**config.mk**
```make
export PLATFORM = sky130hd
export DESIGN_NAME = smb_blkwr_slave
export DESIGN_NICKNAME = d
export VERILOG_FILES = /design/src/rtl/smb_blkwr_pkg.sv /design/src/rtl/smb_line_sync.sv /design/src/rtl/smb_frame_ctl.sv /design/src/rtl/smb_reg_bank.sv /design/src/rtl/smb_blkwr_slave.sv
export SDC_FILE = /design/constraint.sdc
export NUM_CORES = 1
export LEC_CHECK = 0
export BUFFER_PORTS_ARGS = -buffer_cell sky130_fd_sc_hd__buf_2
export CAP_MARGIN = 40
export CORE_MARGIN = 2
export CORE_UTILIZATION = 58
export CTS_BUF_LIST = sky130_fd_sc_hd__clkbuf_4 sky130_fd_sc_hd__clkbuf_8 sky130_fd_sc_hd__clkbuf_16
export CTS_CLUSTER_DIAMETER = 80
export CTS_CLUSTER_SIZE = 30
export DETAILED_ROUTE_END_ITERATION = 8
export GPL_ROUTABILITY_DRIVEN = 0
export PLACE_DENSITY_LB_ADDON = 0.05
export SLEW_MARGIN = 40
export SYNTH_ARGS = -nofsm -noshare
export SYNTH_HDL_FRONTEND = slang
export SYNTH_SLANG_ARGS = --single-unit
```
**constraint.sdc**
```tcl
create_clock -name clk -period 4.9 [get_ports clk]
set_input_delay 0.735 -clock clk [delete_from_list [all_inputs] [get_ports clk]]
set_output_delay 0.735 -clock clk [all_outputs]
set_load 0.05 [all_outputs]
```
**src/rtl/smb_blkwr_pkg.sv**
```systemverilog
package smb_blkwr_pkg;

    typedef enum logic [1:0] {
        ST_IDLE,
        ST_BITS,
        ST_ACKWAIT,
        ST_ACK
    } bus_st_e;

    typedef enum logic [1:0] {
        PH_ADDR,
        PH_CMD,
        PH_CNT,
        PH_DATA
    } phase_e;

endpackage

```
**src/rtl/smb_line_sync.sv**
```systemverilog
module smb_line_sync #(
    parameter int STAGES = 2
) (
    input  logic clk,
    input  logic rst_n,
    input  logic scl_i,
    input  logic sda_i,
    output logic sda_lvl,
    output logic scl_rise,
    output logic scl_fall,
    output logic start_det,
    output logic stop_det
);
    typedef struct packed {
        logic [STAGES-1:0] scl_sh;
        logic [STAGES-1:0] sda_sh;
        logic              scl_p;
        logic              sda_p;
    } sync_t;

    sync_t s_d, s_q;
    logic  scl_lvl;

    assign scl_lvl = s_q.scl_sh[STAGES-1];
    assign sda_lvl = s_q.sda_sh[STAGES-1];

    always_comb begin
        s_d        = s_q;
        s_d.scl_sh = {s_q.scl_sh[STAGES-2:0], scl_i};
        s_d.sda_sh = {s_q.sda_sh[STAGES-2:0], sda_i};
        s_d.scl_p  = scl_lvl;
        s_d.sda_p  = sda_lvl;
    end

    always_ff @(posedge clk or negedge rst_n) begin
        if (!rst_n) begin
            s_q <= '1;
        end else begin
            s_q <= s_d;
        end
    end

    assign scl_rise  = !s_q.scl_p && scl_lvl;
    assign scl_fall  = s_q.scl_p && !scl_lvl;
    assign start_det = s_q.scl_p && scl_lvl && s_q.sda_p && !sda_lvl;
    assign stop_det  = s_q.scl_p && scl_lvl && !s_q.sda_p && sda_lvl;

endmodule

```
**src/rtl/smb_frame_ctl.sv**
```systemverilog
module smb_frame_ctl
    import smb_blkwr_pkg::*;
#(
    parameter int         NREG      = 32,
    parameter int         MAX_CNT   = 32,
    parameter logic [7:0] ADDR_BYTE = 8'hD2,
    parameter logic [7:0] CMD_CODE  = 8'h00,
    localparam int        AW        = $clog2(NREG),
    localparam int        IW        = $clog2(NREG) + 1
) (
    input  logic          clk,
    input  logic          rst_n,
    input  logic          sda_lvl,
    input  logic          scl_rise,
    input  logic          scl_fall,
    input  logic          start_det,
    input  logic          stop_det,
    output logic          sda_oe,
    output logic          wr_en,
    output logic [AW-1:0] wr_idx,
    output logic [7:0]    wr_data
);
    typedef struct packed {
        bus_st_e       st;
        phase_e        ph;
        logic [2:0]    bitn;
        logic [7:0]    shreg;
        logic          ackp;
        logic          dbyte;
        logic [7:0]    cnt;
        logic [IW-1:0] idx;
        logic [AW-1:0] wa;
        logic          oe;
        logic          we;
    } ctl_t;

    ctl_t c_d, c_q;
    logic [7:0] byte_in;

    assign byte_in = {c_q.shreg[6:0], sda_lvl};

    always_comb begin
        c_d    = c_q;
        c_d.we = 1'b0;
        if (stop_det) begin
            c_d.st = ST_IDLE;
            c_d.oe = 1'b0;
        end else if (start_det) begin
            c_d.st   = ST_BITS;
            c_d.ph   = PH_ADDR;
            c_d.bitn = '0;
            c_d.idx  = '0;
            c_d.oe   = 1'b0;
        end else begin
            unique case (c_q.st)
                ST_IDLE: ;
                ST_BITS: begin
                    if (scl_rise) begin
                        c_d.shreg = byte_in;
                        c_d.bitn  = c_q.bitn + 3'd1;
                        if (c_q.bitn == 3'd7) begin
                            c_d.st    = ST_ACKWAIT;
                            c_d.dbyte = 1'b0;
                            unique case (c_q.ph)
                                PH_ADDR: begin
                                    c_d.ackp = (byte_in == ADDR_BYTE);
                                    c_d.ph   = PH_CMD;
                                end
                                PH_CMD: begin
                                    c_d.ackp = (byte_in == CMD_CODE);
                                    c_d.ph   = PH_CNT;
                                end
                                PH_CNT: begin
                                    c_d.ackp = (byte_in != 8'd0) &&
                                               (int'(byte_in) <= MAX_CNT);
                                    c_d.cnt  = byte_in;
                                    c_d.ph   = PH_DATA;
                                end
                                PH_DATA: begin
                                    c_d.ackp  = (int'(c_q.idx) < int'(c_q.cnt)) &&
                                                (int'(c_q.idx) < NREG);
                                    c_d.dbyte = 1'b1;
                                end
                                default: c_d.ackp = 1'b0;
                            endcase
                        end
                    end
                end
                ST_ACKWAIT: begin
                    if (scl_fall) begin
                        c_d.st = ST_ACK;
                        c_d.oe = c_q.ackp;
                        if (c_q.ackp && c_q.dbyte) begin
                            c_d.we  = 1'b1;
                            c_d.wa  = c_q.idx[AW-1:0];
                            c_d.idx = c_q.idx + 1'b1;
                        end
                    end
                end
                ST_ACK: begin
                    if (scl_fall) begin
                        c_d.oe   = 1'b0;
                        c_d.bitn = '0;
                        c_d.st   = c_q.ackp ? ST_BITS : ST_IDLE;
                    end
                end
                default: c_d.st = ST_IDLE;
            endcase
        end
    end

    always_ff @(posedge clk or negedge rst_n) begin
        if (!rst_n) begin
            c_q    <= '0;
            c_q.st <= ST_IDLE;
            c_q.ph <= PH_ADDR;
        end else begin
            c_q <= c_d;
        end
    end

    assign sda_oe  = c_q.oe;
    assign wr_en   = c_q.we;
    assign wr_idx  = c_q.wa;
    assign wr_data = c_q.shreg;

endmodule

```
**src/rtl/smb_reg_bank.sv**
```systemverilog
module smb_reg_bank #(
    parameter int  NREG = 32,
    localparam int AW   = $clog2(NREG)
) (
    input  logic              clk,
    input  logic              rst_n,
    input  logic              wr_en,
    input  logic [AW-1:0]     wr_idx,
    input  logic [7:0]        wr_data,
    output logic [8*NREG-1:0] cfg,
    output logic [NREG-1:0]   wr_stb
);
    logic [7:0]      regs_d [NREG];
    logic [7:0]      regs_q [NREG];
    logic [NREG-1:0] stb_d, stb_q;

    always_comb begin
        regs_d = regs_q;
        stb_d  = '0;
        if (wr_en) begin
            regs_d[wr_idx] = wr_data;
            stb_d[wr_idx]  = 1'b1;
        end
    end

    always_ff @(posedge clk or negedge rst_n) begin
        if (!rst_n) begin
            for (int i = 0; i < NREG; i++) regs_q[i] <= '0;
            stb_q <= '0;
        end else begin
            regs_q <= regs_d;
            stb_q  <= stb_d;
        end
    end

    for (genvar g = 0; g < NREG; g++) begin : g_flat
        assign cfg[8*g +: 8] = regs_q[g];
    end

    assign wr_stb = stb_q;

endmodule

```
**src/rtl/smb_blkwr_slave.sv**
```systemverilog
module smb_blkwr_slave #(
    parameter int         NREG      = 32,
    parameter int         MAX_CNT   = 32,
    parameter int         STAGES    = 2,
    parameter logic [7:0] ADDR_BYTE = 8'hD2,
    parameter logic [7:0] CMD_CODE  = 8'h00
) (
    input  logic              clk,
    input  logic              rst_n,
    input  logic              scl_i,
    input  logic              sda_i,
    output logic              sda_oe_o,
    output logic [8*NREG-1:0] cfg_o,
    output logic [NREG-1:0]   wr_stb_o
);
    localparam int AW = $clog2(NREG);

    logic          sda_lvl, scl_rise, scl_fall, start_det, stop_det;
    logic          wr_en;
    logic [AW-1:0] wr_idx;
    logic [7:0]    wr_data;

    smb_line_sync #(.STAGES(STAGES)) u_sync (
        .clk       (clk),
        .rst_n     (rst_n),
        .scl_i     (scl_i),
        .sda_i     (sda_i),
        .sda_lvl   (sda_lvl),
        .scl_rise  (scl_rise),
        .scl_fall  (scl_fall),
        .start_det (start_det),
        .stop_det  (stop_det)
    );

    smb_frame_ctl #(
        .NREG      (NREG),
        .MAX_CNT   (MAX_CNT),
        .ADDR_BYTE (ADDR_BYTE),
        .CMD_CODE  (CMD_CODE)
    ) u_ctl (
        .clk       (clk),
        .rst_n     (rst_n),
        .sda_lvl   (sda_lvl),
        .scl_rise  (scl_rise),
        .scl_fall  (scl_fall),
        .start_det (start_det),
        .stop_det  (stop_det),
        .sda_oe    (sda_oe_o),
        .wr_en     (wr_en),
        .wr_idx    (wr_idx),
        .wr_data   (wr_data)
    );

    smb_reg_bank #(.NREG(NREG)) u_bank (
        .clk     (clk),
        .rst_n   (rst_n),
        .wr_en   (wr_en),
        .wr_idx  (wr_idx),
        .wr_data (wr_data),
        .cfg     (cfg_o),
        .wr_stb  (wr_stb_o)
    );

endmodule

```
==> results.sh, run 1 <==
export IMPL_finalSetupViolCount=0
export IMPL_io_buffers=292
export IMPL_clock_latency_ns=0.51
export IMPL_grt_pass1_vias=8261
export IMPL_critPathBufInv=0
export IMPL_grt_pass1_wl_um=48900
export IMPL_synth_seq_cells=332
export IMPL_final_cell_mix="324 x dfrtp_1, 291 x buf_2, 279 x nand2_1, 187 x mux2_2, 21 x inv_1"
export IMPL_post_cts_resized=0
export IMPL_layout_commonest_cell="dfrtp_1"
export IMPL_cts_tree="yes"
export IMPL_placedInstanceArea_um2=14700
export IMPL_reg2reg_to="u_bank.cfg[3]$_DFFE_PN0P_"
export IMPL_synth_largest_area_cell="dfrtp_1"
export IMPL_holdBufCountCts=0
export IMPL_fmax_ghz=0.470
export IMPL_die_y_um=153
export IMPL_rr_worst_depth=3
export IMPL_stdcell_count=1569
export IMPL_fin_nets=1306
export IMPL_grt_max_degree=135
export IMPL_avgRoutedWirePerCell_um=19.5
export IMPL_rsz0062_at_grt="false"
export IMPL_reg2reg_setup_slack_ns=2.77
export IMPL_drt_first_pass_iters=5
export IMPL_avgSynthCellArea_um2=12.8
export IMPL_drv_cap=0
export IMPL_netlist_top_cells_area="dfrtp_1 63%, mux2_2 16%, nand2_1 8.1%, ha_1 1.5%, nor2_8 1.5%"
export IMPL_endpoint_kind="register"
export IMPL_status="complete, no violations"
export IMPL_fin_area_um2=15100
export IMPL_clockBufferDepth=3
export IMPL_fin_util_pct=69.2
export IMPL_slowest_delay_ns=0.64
export IMPL_ys_flop_type="dfrtp_1"
export IMPL_yosysSeqAreaShare_pct=64.2
export IMPL_crit_cells=3
export IMPL_ir_drop_v=0.000330
export IMPL_clock_sinks=332
export IMPL_slew_limit_headroom_pct=45.9
export IMPL_fillers=1617
export IMPL_ys_async_sr_fraction_pct=100
export IMPL_ios=293
export IMPL_required_ns=5.29
export IMPL_crit_slowest_cell="nor3b_1"
export IMPL_hp_class="in2async"
export IMPL_cp_top_family="simple AND/OR/NAND/NOR gates"
export IMPL_dieWidth_um=153
export IMPL_ys_types=51
export IMPL_crit_fanout=9
export IMPL_initial_core_util_pct=59.2
export IMPL_rows=54
export IMPL_syn_cell_area_um2=13000
export IMPL_drc=0
export IMPL_syn_inst=1009
export IMPL_fin_worst_skew_ns=0.0183
export IMPL_wirelength_um=30700
export IMPL_drt_vias_per_instance=5.38
export IMPL_syn_nets=1029
export IMPL_drtIter0Drc=458
export IMPL_drive_gt1_share_pct=42.9
export IMPL_cts_buffers=15
export IMPL_crit_start="u_ctl.wr_idx[0]$_DFFE_PN0P_"
export IMPL_root_buffer="clkbuf_16"
export IMPL_setup_worst_path_class="reg2reg"
export IMPL_p_leak_nw=9.17
export IMPL_tightest_slew_ns=0.812
export IMPL_grt_ovfl_total=0
export IMPL_finalHoldViolCount=0
export IMPL_path_cells="nor3b_1 > nand2_1 > mux2_2"
export IMPL_yosysWarnings=0
export IMPL_path_clk_slew_ns=0.11
export IMPL_cts_setup_buffers=0
export IMPL_report_final_slew_viol_count=0
export IMPL_cp_start_kind="register"
export IMPL_diodes=0
export IMPL_core_area_um2=21900
export IMPL_ant_nets=0
export IMPL_arrival_ns=2.52
export IMPL_htree_levels=1
export IMPL_fin_tns_setup_ns=0
export IMPL_post_route_period_util_pct=43.5
export IMPL_p_per_area_nw_per_um2=326
export IMPL_timing_hold_ws_ns=0.209
export IMPL_critPathCapture="u_bank.cfg[3]$_DFFE_PN0P_"
export IMPL_grtUsageTotal_pct=26.2
export IMPL_timing_rr_start="u_ctl.wr_idx[0]$_DFFE_PN0P_"
export IMPL_netlist_area_leader_share_pct=63.0
export IMPL_die_area_um2=23500
export IMPL_synth_edff_count=0
export IMPL_finalCriticalPeriod_ns=2.13
export IMPL_synthToLayoutAreaGrowth_pct=16.9
export IMPL_dp_cells=1549
export IMPL_vias=8443
export IMPL_antenna_found_initial=0
export IMPL_dp_hpwl_um=20600
## through the flow
| stage | setup WS, ns | power (mW) |
|---|---|---|
| 3_3_place_gp | 2.80 | 3.51 |
| 6_report | 2.77 | 4.94 |
| 2_1_floorplan | 3.20 | 3.21 |
| 5_1_grt | 2.58 | 5.12 |
| 4_1_cts | 2.76 | 4.97 |
| 3_5_place_dp | 2.79 | 3.52 |
## Yosys cell counts, types with 3 or more instances
cell type and n:
a21oi_1 5, buf_2 3, buf_4 5, clkbuf_1 31, clkinv_1 7, dfrtp_1 326, dfstp_2 6, ha_1 16
inv_1 21, inv_2 3, mux2_1 7, mux2_2 187, nand2_1 279, nand2_2 6, nand2b_1 4, nand3_1 7
nand4_1 3, nor2_1 15, nor2_2 6, nor2_8 10, nor3_1 4, nor3b_1 3, nor3b_2 3, o21ai_0 12
## sequential cells by signal (all words and copies together), names as in the netlist
name and flops:
u_bank.cfg 256, u_bank.wr_stb 32, u_ctl.c_q 23, u_ctl.sda_oe 1, u_ctl.wr_data 8, u_ctl.wr_en 1
u_ctl.wr_idx 5, u_sync.s_d 3, u_sync.s_q 2, u_sync.sda_lvl 1
## final cells by class
cell class,instances,area [µm²],area share (%)
inverters,31,116,0.768
clock buffers,16,383,2.53
multi-input cells,605,4350,28.7
flip-flops and latches,332,8320,54.9
well taps,280,350,2.31
repair buffers,301,1560,10.3
clock inverters,4,62.6,0.413
## report_power, final
part	switching, mW	internal (mW)	leakage [nW]
Clock	0.844	0.635	0.220
Combinational	0.376	0.128	4.34
Sequential	0.169	2.78	4.60
## kinds of logic (layout without fill, tap and decap cells)
logic type / Yosys count / after routing / share of synthesized area (%)
compound gates: 28 / 28 / 1.30
mux: 195 / 195 / 16.9
simple gates: 362 / 362 / 13.5
xor+xnor: 4 / 4 / 0.271
flops: 332 / 332 / 64.2
fa+ha+maj: 16 / 16 / 1.55
buf+inv: 72 / 352 / 2.26
## worst min-delay path by stage
stage               cells after the start                    start  slack [ns]                     endpoint
floorplan                               0  u_sync.s_d[5]$_DFF_PN1_        0.35      u_sync.s_d[1]$_DFF_PN1_
global placement                        0  u_sync.s_d[3]$_DFF_PN1_        0.35     u_sync.sda_lvl$_DFF_PN1_
detailed placement                      0  u_sync.s_d[3]$_DFF_PN1_        0.35     u_sync.sda_lvl$_DFF_PN1_
CTS                                     1                    rst_n        0.25  u_bank.cfg[142]$_DFFE_PN0P_
global route                            1                    rst_n        0.24   u_bank.cfg[94]$_DFFE_PN0P_
finish                                  1                    rst_n        0.21  u_bank.cfg[142]$_DFFE_PN0P_
## routing by layer
| layer | global-route usage [%] | up-vias | routed length, µm |
|---|---|---|---|
| met5 | 0 | - | 0 |
| met4 | 6.07 | 0 | 711 |
| met3 | 4.93 | 36 | 2020 |
| met2 | 41.3 | 283 | 14200 |
| met1 | 38.6 | 4254 | 13700 |
| li1 | - | 3870 | - |
Power figures use the tool's default switching activity.
==> inputs of run 2 (changes only) <==
Settings changed: ABC_AREA set to 1, CORE_UTILIZATION 58 to 49.
Clock period 4.9 ns to 1.9 ns, I/O delays scaled along.
==> run 2 against run 1 <==
Effect of this change: sequential share of layout area about the same; worst setup slack got worse by 2.6 ns; count of clock-buffer cells in the layout increased by 1; die area increased by 17%; first-iteration DRC count increased by 46%; synthesized cell count increased by 18%; power increased to 2.6 times the previous value; hold slack improved by 0.047 ns; combinational power increased to 2.8 times the previous value; sequential cell count unchanged; critical path depth increased by 4; fmax increased by 25%; critical path type unchanged; highest routed layer unchanged.
==> results.sh, run 2 <==
export IMPL_cp_start_kind="register"
export IMPL_grt_pass1_vias=8743
export IMPL_timing_hold_ws_ns=0.256
export IMPL_ys_types=34
export IMPL_report_final_slew_viol_count=0
export IMPL_avgRoutedWirePerCell_um=17.9
export IMPL_syn_cell_area_um2=12800
export IMPL_final_cell_mix="325 x dfrtp_1, 291 x buf_2, 270 x nand2_1, 105 x o21ai_0, 91 x o21ai_1"
export IMPL_clockPowerShare_pct=32.1
export IMPL_fmax_ghz=0.587
export IMPL_grtUsageTotal_pct=23.9
export IMPL_fin_area_um2=15100
export IMPL_pwr_share_comb_pct=10.9
export IMPL_synth_edff_count=0
export IMPL_tightest_slew_ns=0.506
export IMPL_endpoint_kind="register"
export IMPL_clock_latency_ns=0.53
export IMPL_die_area_um2=27400
export IMPL_synth_largest_area_cell="dfrtp_1"
export IMPL_drtIter0Drc=668
export IMPL_slew_limit_headroom_pct=66.2
export IMPL_drt_vias_per_instance=5.03
export IMPL_initial_core_util_pct=49.6
export IMPL_p_per_area_nw_per_um2=838
export IMPL_required_ns=2.30
export IMPL_die_y_um=166
export IMPL_post_route_period_util_pct=89.6
export IMPL_yosysMostFrequentCell="dfrtp_1"
export IMPL_reg2reg_setup_slack_ns=0.20
export IMPL_hp_class="in2async"
export IMPL_fin_tns_setup_ns=0
export IMPL_dp_hpwl_um=22700
export IMPL_core_area_um2=25800
export IMPL_wirelength_um=32600
export IMPL_placedInstanceArea_um2=14600
export IMPL_cts_buffers=16
export IMPL_grt_ovfl_total=0
export IMPL_drc=0
export IMPL_synthToLayoutAreaGrowth_pct=18.2
export IMPL_drive_gt1_share_pct=33.5
export IMPL_rows=59
export IMPL_ys_async_sr_fraction_pct=100
export IMPL_total_power_mw=12.7
export IMPL_ant_nets=0
export IMPL_arrival_ns=2.10
export IMPL_clock_sinks=332
export IMPL_avgSynthCellArea_um2=10.7
export IMPL_yosysWarnings=0
export IMPL_netlist_top_cells_area="dfrtp_1 64%, nand2_1 7.9%, o21ai_0 4.1%, o21ai_1 3.6%, o21ai_2 3.6%"
export IMPL_finalHoldViolCount=0
export IMPL_antenna_found_initial=0
export IMPL_p_int_mw=9.18
export IMPL_finalSetupViolCount=0
export IMPL_cts_tree="yes"
export IMPL_rsz0062_at_grt="false"
export IMPL_setup_worst_path_class="reg2reg"
export IMPL_clockBufferDepth=3
export IMPL_reg2reg_to="u_bank.cfg[108]$_DFFE_PN0P_"
export IMPL_drt_first_pass_iters=5
export IMPL_vias=9133
export IMPL_ir_drop_v=0.000887
export IMPL_switching_share_pct=27.6
export IMPL_grt_pass1_wl_um=52300
export IMPL_drv_cap=0
export IMPL_ios=293
export IMPL_status="complete, no violations"
export IMPL_layout_commonest_cell="dfrtp_1"
export IMPL_syn_nets=1212
export IMPL_synthTopCellsByCount="326 x dfrtp_1, 271 x nand2_1, 105 x o21ai_0"
export IMPL_fin_worst_skew_ns=0.0198
export IMPL_syn_inst=1192
export IMPL_timing_rr_start="u_ctl.wr_idx[3]$_DFFE_PN0P_"
export IMPL_diodes=0
export IMPL_dieWidth_um=166
export IMPL_synth_seq_cells=332
export IMPL_crit_fanout=16
export IMPL_path_clk_slew_ns=0.11
export IMPL_finalCriticalPeriod_ns=1.70
export IMPL_root_buffer="clkbuf_16"
export IMPL_largest_register_ffs=256
export IMPL_power_switching_mw=3.50
export IMPL_ys_flop_type="dfrtp_1"
export IMPL_yosysSeqAreaShare_pct=64.9
export IMPL_htree_levels=1
export IMPL_p_leak_nw=7.91
export IMPL_fin_nets=1494
export IMPL_netlist_area_leader_share_pct=63.7
export IMPL_io_buffers=292
export IMPL_rr_worst_depth=7
export IMPL_p_seq_share_pct=57.0
export IMPL_fillers=2340
export IMPL_grt_max_degree=61
-- run 2: how the worst max path moves through the flow --
stage                                 from                           to  cells past startpoint
3_3_place_gp   u_ctl.wr_idx[0]$_DFFE_PN0P_  u_bank.cfg[110]$_DFFE_PN0P_                      7
6_report       u_ctl.wr_idx[3]$_DFFE_PN0P_  u_bank.cfg[108]$_DFFE_PN0P_                      7
5_1_grt        u_ctl.wr_idx[3]$_DFFE_PN0P_  u_bank.cfg[111]$_DFFE_PN0P_                      7
4_1_cts        u_ctl.wr_idx[0]$_DFFE_PN0P_  u_bank.cfg[104]$_DFFE_PN0P_                      7
2_1_floorplan    u_ctl.c_q[37]$_DFFE_PN0P_    u_ctl.c_q[19]$_DFFE_PN0P_                     10
3_5_place_dp   u_ctl.wr_idx[0]$_DFFE_PN0P_  u_bank.cfg[104]$_DFFE_PN0P_                      7
-- run 2: layout make-up --
class | instances | area (µm²) | area share (%)
flip-flops and latches | 332 | 8320 | 55.0
clock buffers | 17 | 425 | 2.81
inverters | 86 | 329 | 2.17
clock inverters | 7 | 71.3 | 0.471
repair buffers | 322 | 1800 | 11.9
well taps | 335 | 419 | 2.77
multi-input cells | 716 | 3770 | 24.9
-- run 2: logic make-up after synthesis --
logic type / share of synthesized area (%)
flip-flops: 64.9
adder cells (fa/ha/maj): 1.56
buffers and inverters: 5.69
AND/OR/NAND/NOR: 14.1
AO/OA/AOI/OAI: 13.7
-- run 2: timing repair --
| item | 4_1_cts | 5_1_grt |
|---|---|---|
| gates resized for setup | 0 | 3 |
| buffers inserted | 0 | 0 |
| endpoints found under the setup margin | 0 | 3 |
| hold buffers | 3 | 0 |
| endpoints found under the hold margin | 45 | 0 |
-- run 2: routing by layer --
metal / global-route usage, % / vias to the layer above / routed length (µm)
li1: - / 4441 / -
met1: 34.5 / 4397 / 15000
met2: 36.9 / 250 / 14800
met3: 5.21 / 45 / 1990
met4: 6.50 / 0 / 845
met5: 0 / - / 0
-- run 2: power by group through the flow --
stage	clock [mW]	combinational (mW)	sequential [mW]
finish	4.06	1.39	7.23
floorplan	0	0.665	7.34
global placement	0	1.41	7.36
CTS	4.17	1.41	7.23
detailed placement	0	1.40	7.37
global route	4.43	1.53	7.24
-- run 2: per-stage QoR --
| stage | setup slack [ns] | utilization, % | std cells |
|---|---|---|---|
| 6_report | 0.197 | 58.6 | 1815 |
| 5_1_grt | 0.0313 | 58.6 | 1815 |
| 4_1_cts | 0.147 | 58.5 | 1815 |
| 3_5_place_dp | 0.175 | 56.5 | 1788 |
| 3_3_place_gp | 0.259 | 56.5 | 1788 |
| 2_1_floorplan | 0.319 | - | 1192 |
-- run 2: worst max-delay path, cell delays in order (launching register included) --
cell        delay, ns
dfrtp_1          0.50
inv_2            0.11
nor3_2           0.13
inv_2            0.12
nor2_4           0.13
clkinvlp_4       0.34
nand2_1          0.17
o21ai_2          0.06
